`config.mk`:
```
export PLATFORM = sky130hd
export DESIGN_NAME = dual_serial_wrport
export DESIGN_NICKNAME = d
export VERILOG_FILES = /design/src/rtl/ser_pkg.sv /design/src/rtl/ser_wr_decode.sv /design/src/rtl/ser_chan_regs.sv /design/src/rtl/dual_serial_wrport.sv
export SDC_FILE = /design/constraint.sdc
export NUM_CORES = 1
export LEC_CHECK = 0
export ABC_AREA = 1
export BUFFER_PORTS_ARGS = -buffer_cell sky130_fd_sc_hd__buf_4
export CORE_ASPECT_RATIO = 1.25
export CORE_MARGIN = 5
export CORE_UTILIZATION = 33
export CTS_CLUSTER_SIZE = 8
export DETAILED_ROUTE_END_ITERATION = 12
export SYNTH_ARGS = -nofsm -noshare
export SYNTH_HDL_FRONTEND = slang
export SYNTH_SLANG_ARGS = --single-unit
export TNS_END_PERCENT = 30
```
`constraint.sdc`:
```
create_clock -name clk -period 4.5 [get_ports clk]
set_clock_uncertainty 0.05 [all_clocks]
set_input_delay 0.9 -clock clk [delete_from_list [all_inputs] [get_ports clk]]
set_output_delay 0.9 -clock clk [all_outputs]
set_load 0.02 [all_outputs]
```
`src/rtl/ser_pkg.sv`:
```
// Shared constants and encodings for the dual-channel serial write interface.
// Assumes exactly two channels of sixteen byte-wide write registers.
package ser_pkg;
    localparam int BYTE_W   = 8;
    localparam int REG_N    = 16;
    localparam int PTR_W    = $clog2(REG_N);
    localparam int NCH      = 2;
    localparam int TXEN_BIT = 3;
    localparam int TXIE_BIT = 1;
    localparam int RXIE_BIT = 4;

    localparam logic [PTR_W-1:0] REG_INTEN = 4'd1;
    localparam logic [PTR_W-1:0] REG_TXCTL = 4'd5;
    localparam logic [PTR_W-1:0] REG_MRST  = 4'd9;

    // command field carried in data bits 5:3 of a pointer-zero write
    typedef enum logic [2:0] {
        CMD_NONE    = 3'd0,
        CMD_HIGH    = 3'd1,
        CMD_CLR_TX  = 3'd5,
        CMD_CLR_IUS = 3'd7
    } cmd_e;

    // reset field carried in data bits 7:6 of a register-9 write
    typedef enum logic [1:0] {
        RST_NONE = 2'd0,
        RST_B    = 2'd1,
        RST_A    = 2'd2,
        RST_ALL  = 2'd3
    } rst_e;

    // registers whose store means the line parameters changed
    function automatic logic is_param_reg(input logic [PTR_W-1:0] r);
        return (r == 4'd4) || (r == 4'd5) || (r == 4'd12) || (r == 4'd13);
    endfunction
endpackage

```
`src/rtl/ser_wr_decode.sv`:
```
// Address decoder: turns one host write into per-channel control or data
// strobes and extracts the byte lane. Assumes ADDR_W >= 3; channel
// indices beyond NCH match no channel, so such writes are dropped.
module ser_wr_decode
    import ser_pkg::*;
#(
    parameter int ADDR_W = 3,
    parameter int BUS_W  = 8
) (
    input  logic              wr_en,
    input  logic [ADDR_W-1:0] wr_addr,
    input  logic [BUS_W-1:0]  wr_data,
    output logic [NCH-1:0]    ctl_we,
    output logic [NCH-1:0]    dat_we,
    output logic [BYTE_W-1:0] wr_byte
);
    localparam int SEL_W = ADDR_W - 2;

    logic [SEL_W-1:0] sel;
    logic             unused_bits;

    // byte lane and channel field
    assign wr_byte     = wr_data[BYTE_W-1:0];
    assign sel         = wr_addr[ADDR_W-1:2];
    assign unused_bits = ^{wr_addr[0], wr_data};

    for (genvar ch = 0; ch < NCH; ch++) begin : g_hit
        // one strobe per channel and port
        assign ctl_we[ch] = wr_en && (sel == SEL_W'(ch)) && !wr_addr[1];
        assign dat_we[ch] = wr_en && (sel == SEL_W'(ch)) &&  wr_addr[1];
    end
endmodule

```
`src/rtl/ser_chan_regs.sv`:
```
// One serial channel: the register pointer, the command decoder, the sixteen
// write registers, transmit status and interrupt state. Assumes at most one
// of ctl_we/dat_we per cycle; chan_rst (from either channel's register-9
// decode) overrides everything at the next edge.
module ser_chan_regs
    import ser_pkg::*;
(
    input  logic              clk,
    input  logic              rst_n,
    input  logic              ctl_we,
    input  logic              dat_we,
    input  logic [BYTE_W-1:0] din,
    input  logic              chan_rst,
    input  logic              rx_req,
    input  logic [PTR_W-1:0]  peek_idx,
    output logic [PTR_W-1:0]  ptr,
    output logic [BYTE_W-1:0] peek_val,
    output logic [BYTE_W-1:0] tx_byte,
    output logic              tx_valid,
    output logic              param_chg,
    output logic              irq,
    output logic              txe,
    output logic              all_sent,
    output logic [1:0]        rst_cmd
);
    logic [BYTE_W-1:0] wregs [REG_N];
    logic              tx_pend, rx_pend, tx_ius, rx_ius;
    logic              tx_ie, rx_ie, tx_en;

    // enables taken from stored registers
    assign tx_ie = wregs[REG_INTEN][TXIE_BIT];
    assign rx_ie = wregs[REG_INTEN][RXIE_BIT];
    assign tx_en = wregs[REG_TXCTL][TXEN_BIT];

    // reset request raised toward the top-level reset combiner
    assign rst_cmd  = (ctl_we && ptr == REG_MRST) ? din[7:6] : RST_NONE;
    // shared interrupt line and register peek
    assign irq      = (tx_pend && tx_ie) || (rx_pend && rx_ie);
    assign peek_val = wregs[peek_idx];

    // register state, command decoding and interrupt bookkeeping
    always_ff @(posedge clk) begin
        tx_valid  <= 1'b0;
        param_chg <= 1'b0;
        if (!rst_n || chan_rst) begin
            for (int i = 0; i < REG_N; i++) wregs[i] <= '0;
            ptr      <= '0;
            tx_byte  <= '0;
            txe      <= 1'b0;
            all_sent <= 1'b0;
            tx_pend  <= 1'b0;
            rx_pend  <= 1'b0;
            tx_ius   <= 1'b0;
            rx_ius   <= 1'b0;
        end else begin
            if (!rx_ius && !tx_ius) begin
                if (rx_pend && rx_ie)      rx_ius <= 1'b1;
                else if (tx_pend && tx_ie) tx_ius <= 1'b1;
            end
            if (rx_req) rx_pend <= 1'b1;
            if (dat_we) begin
                tx_byte  <= din;
                txe      <= 1'b1;
                all_sent <= 1'b1;
                tx_pend  <= 1'b1;
                tx_valid <= tx_en;
            end
            if (ctl_we) begin
                if (ptr == '0) begin
                    ptr <= {din[5:3] == CMD_HIGH, din[2:0]};
                    if (din[5:3] == CMD_CLR_TX) begin
                        tx_pend <= 1'b0;
                        tx_ius  <= 1'b0;
                    end else if (din[5:3] == CMD_CLR_IUS) begin
                        if (rx_ius) begin
                            rx_pend <= 1'b0;
                            rx_ius  <= 1'b0;
                        end else if (tx_ius) begin
                            tx_pend <= 1'b0;
                            tx_ius  <= 1'b0;
                        end
                    end
                end else if (ptr == REG_MRST) begin
                    if (din[7:6] == RST_NONE) ptr <= '0;
                end else begin
                    wregs[ptr] <= din;
                    param_chg  <= is_param_reg(ptr);
                    ptr        <= '0;
                end
            end
        end
    end
endmodule

```
`src/rtl/dual_serial_wrport.sv`:
```
// Top of the dual-channel serial write interface: decodes host writes,
// runs two channel register blocks and combines their register-9 reset
// requests into per-channel reset strobes. Assumes synchronous active-low
// reset and one write per clock.
module dual_serial_wrport
    import ser_pkg::*;
#(
    parameter int ADDR_W = 3,
    parameter int BUS_W  = 8
) (
    input  logic              clk,
    input  logic              rst_n,
    input  logic              wr_en,
    input  logic [ADDR_W-1:0] wr_addr,
    input  logic [BUS_W-1:0]  wr_data,
    input  logic [1:0]        rx_req,
    input  logic              peek_ch,
    input  logic [3:0]        peek_idx,
    output logic [7:0]        peek_val,
    output logic [7:0]        ptr_o,
    output logic [15:0]       tx_byte,
    output logic [1:0]        tx_valid,
    output logic [1:0]        param_chg,
    output logic [1:0]        irq,
    output logic [1:0]        txe,
    output logic [1:0]        all_sent
);
    logic [NCH-1:0]    ctl_we, dat_we, chan_rst;
    logic [BYTE_W-1:0] wr_byte;
    logic [BYTE_W-1:0] pv [NCH];
    logic [1:0]        rc [NCH];
    logic [1:0]        rst_any;

    ser_wr_decode #(.ADDR_W(ADDR_W), .BUS_W(BUS_W)) u_dec (
        .wr_en   (wr_en),
        .wr_addr (wr_addr),
        .wr_data (wr_data),
        .ctl_we  (ctl_we),
        .dat_we  (dat_we),
        .wr_byte (wr_byte)
    );

    // only the addressed channel can raise a request, so OR is enough
    assign rst_any     = rc[0] | rc[1];
    assign chan_rst[0] = (rst_any == RST_A) || (rst_any == RST_ALL);
    assign chan_rst[1] = (rst_any == RST_B) || (rst_any == RST_ALL);
    // peek selection across channels
    assign peek_val    = pv[peek_ch];

    for (genvar ch = 0; ch < NCH; ch++) begin : g_ch
        ser_chan_regs u_chan (
            .clk       (clk),
            .rst_n     (rst_n),
            .ctl_we    (ctl_we[ch]),
            .dat_we    (dat_we[ch]),
            .din       (wr_byte),
            .chan_rst  (chan_rst[ch]),
            .rx_req    (rx_req[ch]),
            .peek_idx  (peek_idx),
            .ptr       (ptr_o[ch*PTR_W +: PTR_W]),
            .peek_val  (pv[ch]),
            .tx_byte   (tx_byte[ch*BYTE_W +: BYTE_W]),
            .tx_valid  (tx_valid[ch]),
            .param_chg (param_chg[ch]),
            .irq       (irq[ch]),
            .txe       (txe[ch]),
            .all_sent  (all_sent[ch]),
            .rst_cmd   (rc[ch])
        );
    end
endmodule

```
# After elaboration in Yosys (flattened, before gate mapping)
# Memories as Yosys holds them, arrays and structs flattened. A register that Yosys moved wholly into a read port is not among the register bits.
# Cells that the tools add are included.
word_totals:
  mem_bits_rw: 256
  mem_count: 2
  register_bits: 36
  output_inout_bits: 42
memory_table:
  columns: ["name", "depth", "word_bits", "rd", "rd_clocked_by_memory_dff", "write_ports", "line_no", "source"]
  rows:
  - ["g_ch[0].u_chan.wregs", 16, 8, 3, 1, 16, "ser_chan_regs.sv:26", "logic [BYTE_W-1:0] wregs [REG_N];"]
  - ["g_ch[1].u_chan.wregs", 16, 8, 3, 1, 16, "ser_chan_regs.sv:26", null]
classes:
  eq_ne: 18
  bitwise: 7
  n_reduce_logical: 43
  mux: 88
  order_cmp: 1
ops:
  columns: ["op", "n"]
  rows:
  - ["two-way mux 1 bit", 74]
  - ["two-way mux 8 bit", 5]
  - ["two-way mux 4 bit", 7]
  - ["equality test 4 bit, second input constant", 6]
  - ["equality test 4 x 3 -> 1 bit, second input constant", 4]
  - ["OR reduction 8 bit", 2]
  - ["logical AND 1 bit", 14]
  - ["logical OR 1 bit", 12]
  - ["zero test 4 bit", 2]
  - ["OR reduction 4 bit", 2]
  - ["equality test 3 bit, second input constant", 2]
  - ["zero test 1 bit", 6]
  - ["!= test 3 bit, second input constant", 2]
  - ["NOT 1 bit", 5]
  - ["equality test 2 bit, second input constant", 2]
  - ["two-way mux 2 bit", 2]
  - ["AND reduction 2 bit", 2]
  - ["OR reduction 2 bit", 2]
  - ["equality test 3 x 1 -> 1 bit, second input constant", 1]
  - ["equality test 2 x 1 -> 1 bit, second input constant", 1]
  - [">= comparator 2 bit, second input constant", 1]
  - ["zero test 2 bit", 1]
  - ["NOT 1 -> 2 bit", 1]
  - ["bitwise OR 2 bit", 1]

# Logic depth before layout (Yosys ltp)
depth:
  word_depth: 13
  depth_mapped: 11

# Hierarchy
# A second synthesis with hierarchy kept.
unflattened:
  cells_unflattened: 1639
  hier_area_um2: 14463.9
by_module_without_submodules:
  columns: ["module", "cells_each", "seq_area_each_um2", "n_inst", "area_per_inst_um2"]
  rows:
  - ["ser_chan_regs (g_ch[1].u_chan)", 801, 4224.1, 1, 7205.7]
  - ["ser_chan_regs (g_ch[0].u_chan)", 794, 4224.1, 1, 7050.5]
  - ["dual_serial_wrport", 28, 0.0, 1, 117.6]
  - ["ser_wr_decode", 16, 0.0, 1, 90.1]

# Worst setup path before layout
# No wires, ideal clock.
synth_timing:
  kind: "input port to output port"
  startpoint: "input port peek_idx[0]"
  endpoint: "output port peek_val[6]"
  path_slack_ps: 1496
  t_required_ps: 3550
  cell_stages: 11
  arrival_ps: 2054
  n_path_buf: 2
  cell_sequence: "inv_1 clkbuf_1 clkbuf_1 nand2_1 nand3_1 nand3_1 nand2_1 nand2_1 nand2_1 nand2_1 nand2_1"
synth_between:
  elab_chain_cells: 4
  elab_cells_between_ends: 5
  classes_between: "mux: 3; memory: 2"
synth_rtl:
  columns: ["element", "line_no", "source"]
  rows:
  - ["start: declaration", "dual_serial_wrport.sv:18", "input logic [3:0] peek_idx,"]
  - ["memory read (16 x 8 bit)", null, null]
  - ["two-way mux 8 bit (implied by the code) (*) (3 in series)", "dual_serial_wrport.sv:48", "assign peek_val = pv[peek_ch];"]
  - ["end: declaration", "dual_serial_wrport.sv:19", "output logic [7:0] peek_val,"]
# Mark *: on every way between the ends. The rest lies on a longest branch, timed or not. The select of a mux whose other input is x is not followed.

# Worst setup path in the final report
layout_timing:
  startpoint: "input port peek_idx[0]"
  endpoint: "output port peek_val[0]"
# The elaborated chain is that of the path after synthesis.

==> results.sh <==
export IMPL_status="finished clean"
export IMPL_use_met2_pct=25.49
export IMPL_clk_pin_slew_ns=0.05
export IMPL_vias=10040
export IMPL_clock_sink_count=294
export IMPL_grt_pass1_vias=9813
export IMPL_io_buffers=61
export IMPL_nets=1505
export IMPL_die_height_um=237.5
export IMPL_fill_cells=4013
export IMPL_cts_tree="yes"
export IMPL_synth_top_family_by_area="simple AND/OR/NAND/NOR gates"
export IMPL_synthAdderAreaFrac_pct=0
export IMPL_layout_commonest_cell="nand2_1"
export IMPL_period_share_pct=84.34
export IMPL_crit_arrival_ns=2.85
export IMPL_drt_first_pass_iters=5
export IMPL_gr_total_overflow=0
export IMPL_ys_warn_count=0
export IMPL_synth_simple_area_share_pct=32.04
export IMPL_rows=83
export IMPL_synthMuxAreaShare_pct=0
export IMPL_syn2layout_area_growth_pct=15.73
export IMPL_cp_common_cell="nand2_1"
export IMPL_root_buffer="clkbuf_16"
export IMPL_core_area_mm2=0.04102
export IMPL_initial_core_util_pct=33.30
export IMPL_clock_latency_ns=0.53
export IMPL_crit_path_max_incr_delay_ns=0.48
export IMPL_min_path_type="register to register"
export IMPL_ios=63
export IMPL_synth_edff_count=256
export IMPL_start_kind="primary input"
export IMPL_ctsHoldBuffers=0
export IMPL_async_flop_share_pct=0
export IMPL_post_place_cells=1992
export IMPL_antenna_cells=0
export IMPL_end_kind="primary output"
export IMPL_p_leak_nw=6.512
export IMPL_post_cts_buffers=0
export IMPL_syn_area_per_cell_um2=9.558
export IMPL_final_hold_viol_count=0
export IMPL_synthCells=1429
export IMPL_post_drt_wl_per_cell_um=17.24
export IMPL_setup_violations=0
export IMPL_max_slew_margin_pct=43.52
export IMPL_slowest_stage="clkinv_2"
export IMPL_drt_initial_drc_count=740
export IMPL_grt_use_met3_pct=2.438
export IMPL_gp_congestion=0.7984
export IMPL_crit_required_ns=3.55
export IMPL_die_area_mm2=0.04558
export IMPL_fp_dieW_um=192.0
export IMPL_ant_nets=0
export IMPL_finalWirelength_mm=35.35
export IMPL_ys_types=31
export IMPL_cp_max_fo=38
export IMPL_cts_buffer_depth=3
export IMPL_cts_buffers=42
export IMPL_grt_pass1_wl_mm=55.08
export IMPL_yosysSeqAreaShare_pct=61.85
export IMPL_report_final_slew_viol_count=0
export IMPL_via_per_inst=4.896
export IMPL_ctsResizeCount=0
export IMPL_synth_area_mm2=0.01366
export IMPL_grt_use_met1_pct=20.52
export IMPL_rsz0062_at_grt="no"
export IMPL_synth_compound_area_share_pct=1.576
export IMPL_synth_xor_area_share_pct=0
export IMPL_mostFrequentLayoutCells="435 x nand2_1, 256 x edfxtp_1, 246 x nor2_1, 206 x nand3_1, 72 x buf_4"
export IMPL_grt_max_degree=129
export IMPL_synth_ff_latch_count=294
export IMPL_final_cell_count_no_fill=2051
export IMPL_synthFlopType="edfxtp_1"
export IMPL_path_class="primary input to primary output"
export IMPL_irDropWorstVdd_uv=271.0
export IMPL_period_minus_slack_ns=3.795
export IMPL_worstPathCellList="buf_4 -> clkinv_2 -> buf_4 -> nand2_1 -> nand3_1 -> nand3_1 -> nand2_1 -> nand2_1 -> nand2_1 -> nand2_1 -> nand2_1 -> buf_4"
export IMPL_drive_gt1_share_pct=12.34
export IMPL_antenna_found_initial=0
export IMPL_finalPower_mw=6.505
export IMPL_htreeDepth=2
export IMPL_dp_hpwl_mm=21.94
export IMPL_p_per_area_mw_per_mm2=411.5
export IMPL_drc=0
export IMPL_maxCapViolations=0
export IMPL_clock_fmax_ghz=0.2635
export IMPL_busiest_layer="met2"
export IMPL_tightest_slew_ns=0.8463
export IMPL_post_route_util_pct=38.53
export IMPL_globalRouteTotalUtil_pct=15.46
export IMPL_tns_ns=0
## cells in the mapped netlist (15+ instances only)
cell / n / area share [%]
nand4_1: 16 / 0.73
nand3_1: 206 / 7.5
clkbuf_1: 62 / 1.7
nand2_1: 435 / 12
edfxtp_1: 256 / 56
a21oi_1: 25 / 0.92
nand4_4: 15 / 2.3
inv_1: 32 / 0.88
nor2_1: 246 / 6.8
dfxtp_1: 38 / 5.6
## cells by family (layout without fill, tap and decap cells)
| logic type | Yosys count | in the layout |
|---|---|---|
| other cells | 1 | 32 |
| flops | 294 | 294 |
| compound gates | 38 | 38 |
| buf+inv | 139 | 178 |
| simple gates | 957 | 957 |
## flip-flops by register name, summed over array words and instances, names as in the netlist
signal                 cells
g_ch.u_chan.tx_byte       16
g_ch.u_chan.rx_ius         2
g_ch.u_chan.wregs        256
g_ch.u_chan.ptr            8
g_ch.u_chan.param_chg      2
g_ch.u_chan.tx_pend        2
g_ch.u_chan.tx_ius         2
g_ch.u_chan.tx_valid       2
g_ch.u_chan.rx_pend        2
g_ch.u_chan.txe            2
## routing by layer
layer	wire, µm	share of wire [%]	vias up
met5	0	0	-
met4	1181	3.3	0
met3	2314	6.5	67
met2	16890	48	320
met1	14970	42	4782
li1	-	-	4872
## area by class of cell
type                    instances  area, µm²  share of cell area, %
clock buffers                  59       1189                  7.520
inverters                      44      166.4                  1.053
multi-input cells            1027       4712                  29.81
flip-flops and latches        294       8448                  53.45
well taps                     552      690.7                  4.370
repair buffers                 75      600.6                  3.800
## report_power, final
| part | total, mW | switching [mW] | internal, mW |
|---|---|---|---|
| Clock | 2.88 | 1.08 | 1.80 |
| Combinational | 0.523 | 0.385 | 0.138 |
| Sequential | 3.10 | 0.0341 | 3.07 |
| Total | 6.50 | 1.50 | 5.00 |
## metrics by stage
step	cell area, µm²	hold WS, ns	setup WS (ns)
6_report	15810	0.4142	0.7046
5_1_grt	15810	0.4375	0.5341
4_1_cts	15810	0.4204	0.6852
3_5_place_dp	14620	0.4106	0.6864
3_3_place_gp	14620	0.4029	0.6887
2_1_floorplan	13770	0.3894	1.496
## path summary, 6_finish.rpt
kind                                                     to  slack, ns  cells past startpoint                                    from
setup / recovery                                peek_val[0]       0.70                     12                             peek_idx[0]
hold reg to reg      g_ch[0].u_chan.tx_byte[0]$_SDFFE_PP0P_       0.41                      2  g_ch[0].u_chan.tx_byte[0]$_SDFFE_PP0P_
hold / removal       g_ch[0].u_chan.tx_byte[0]$_SDFFE_PP0P_       0.41                      2  g_ch[0].u_chan.tx_byte[0]$_SDFFE_PP0P_
setup reg to reg  g_ch[1].u_chan.wregs[14][3]$_SDFFCE_PN0P_       1.79                      8      g_ch[0].u_chan.ptr[2]$_SDFFE_PP0P_
## worst max-delay path: cells and delay by family
| family | cells | cell delay, ns |
|---|---|---|
| buf+inv | 4 | 1.22 |
| simple gates | 8 | 0.67 |
(Power assumes the default switching activity.)
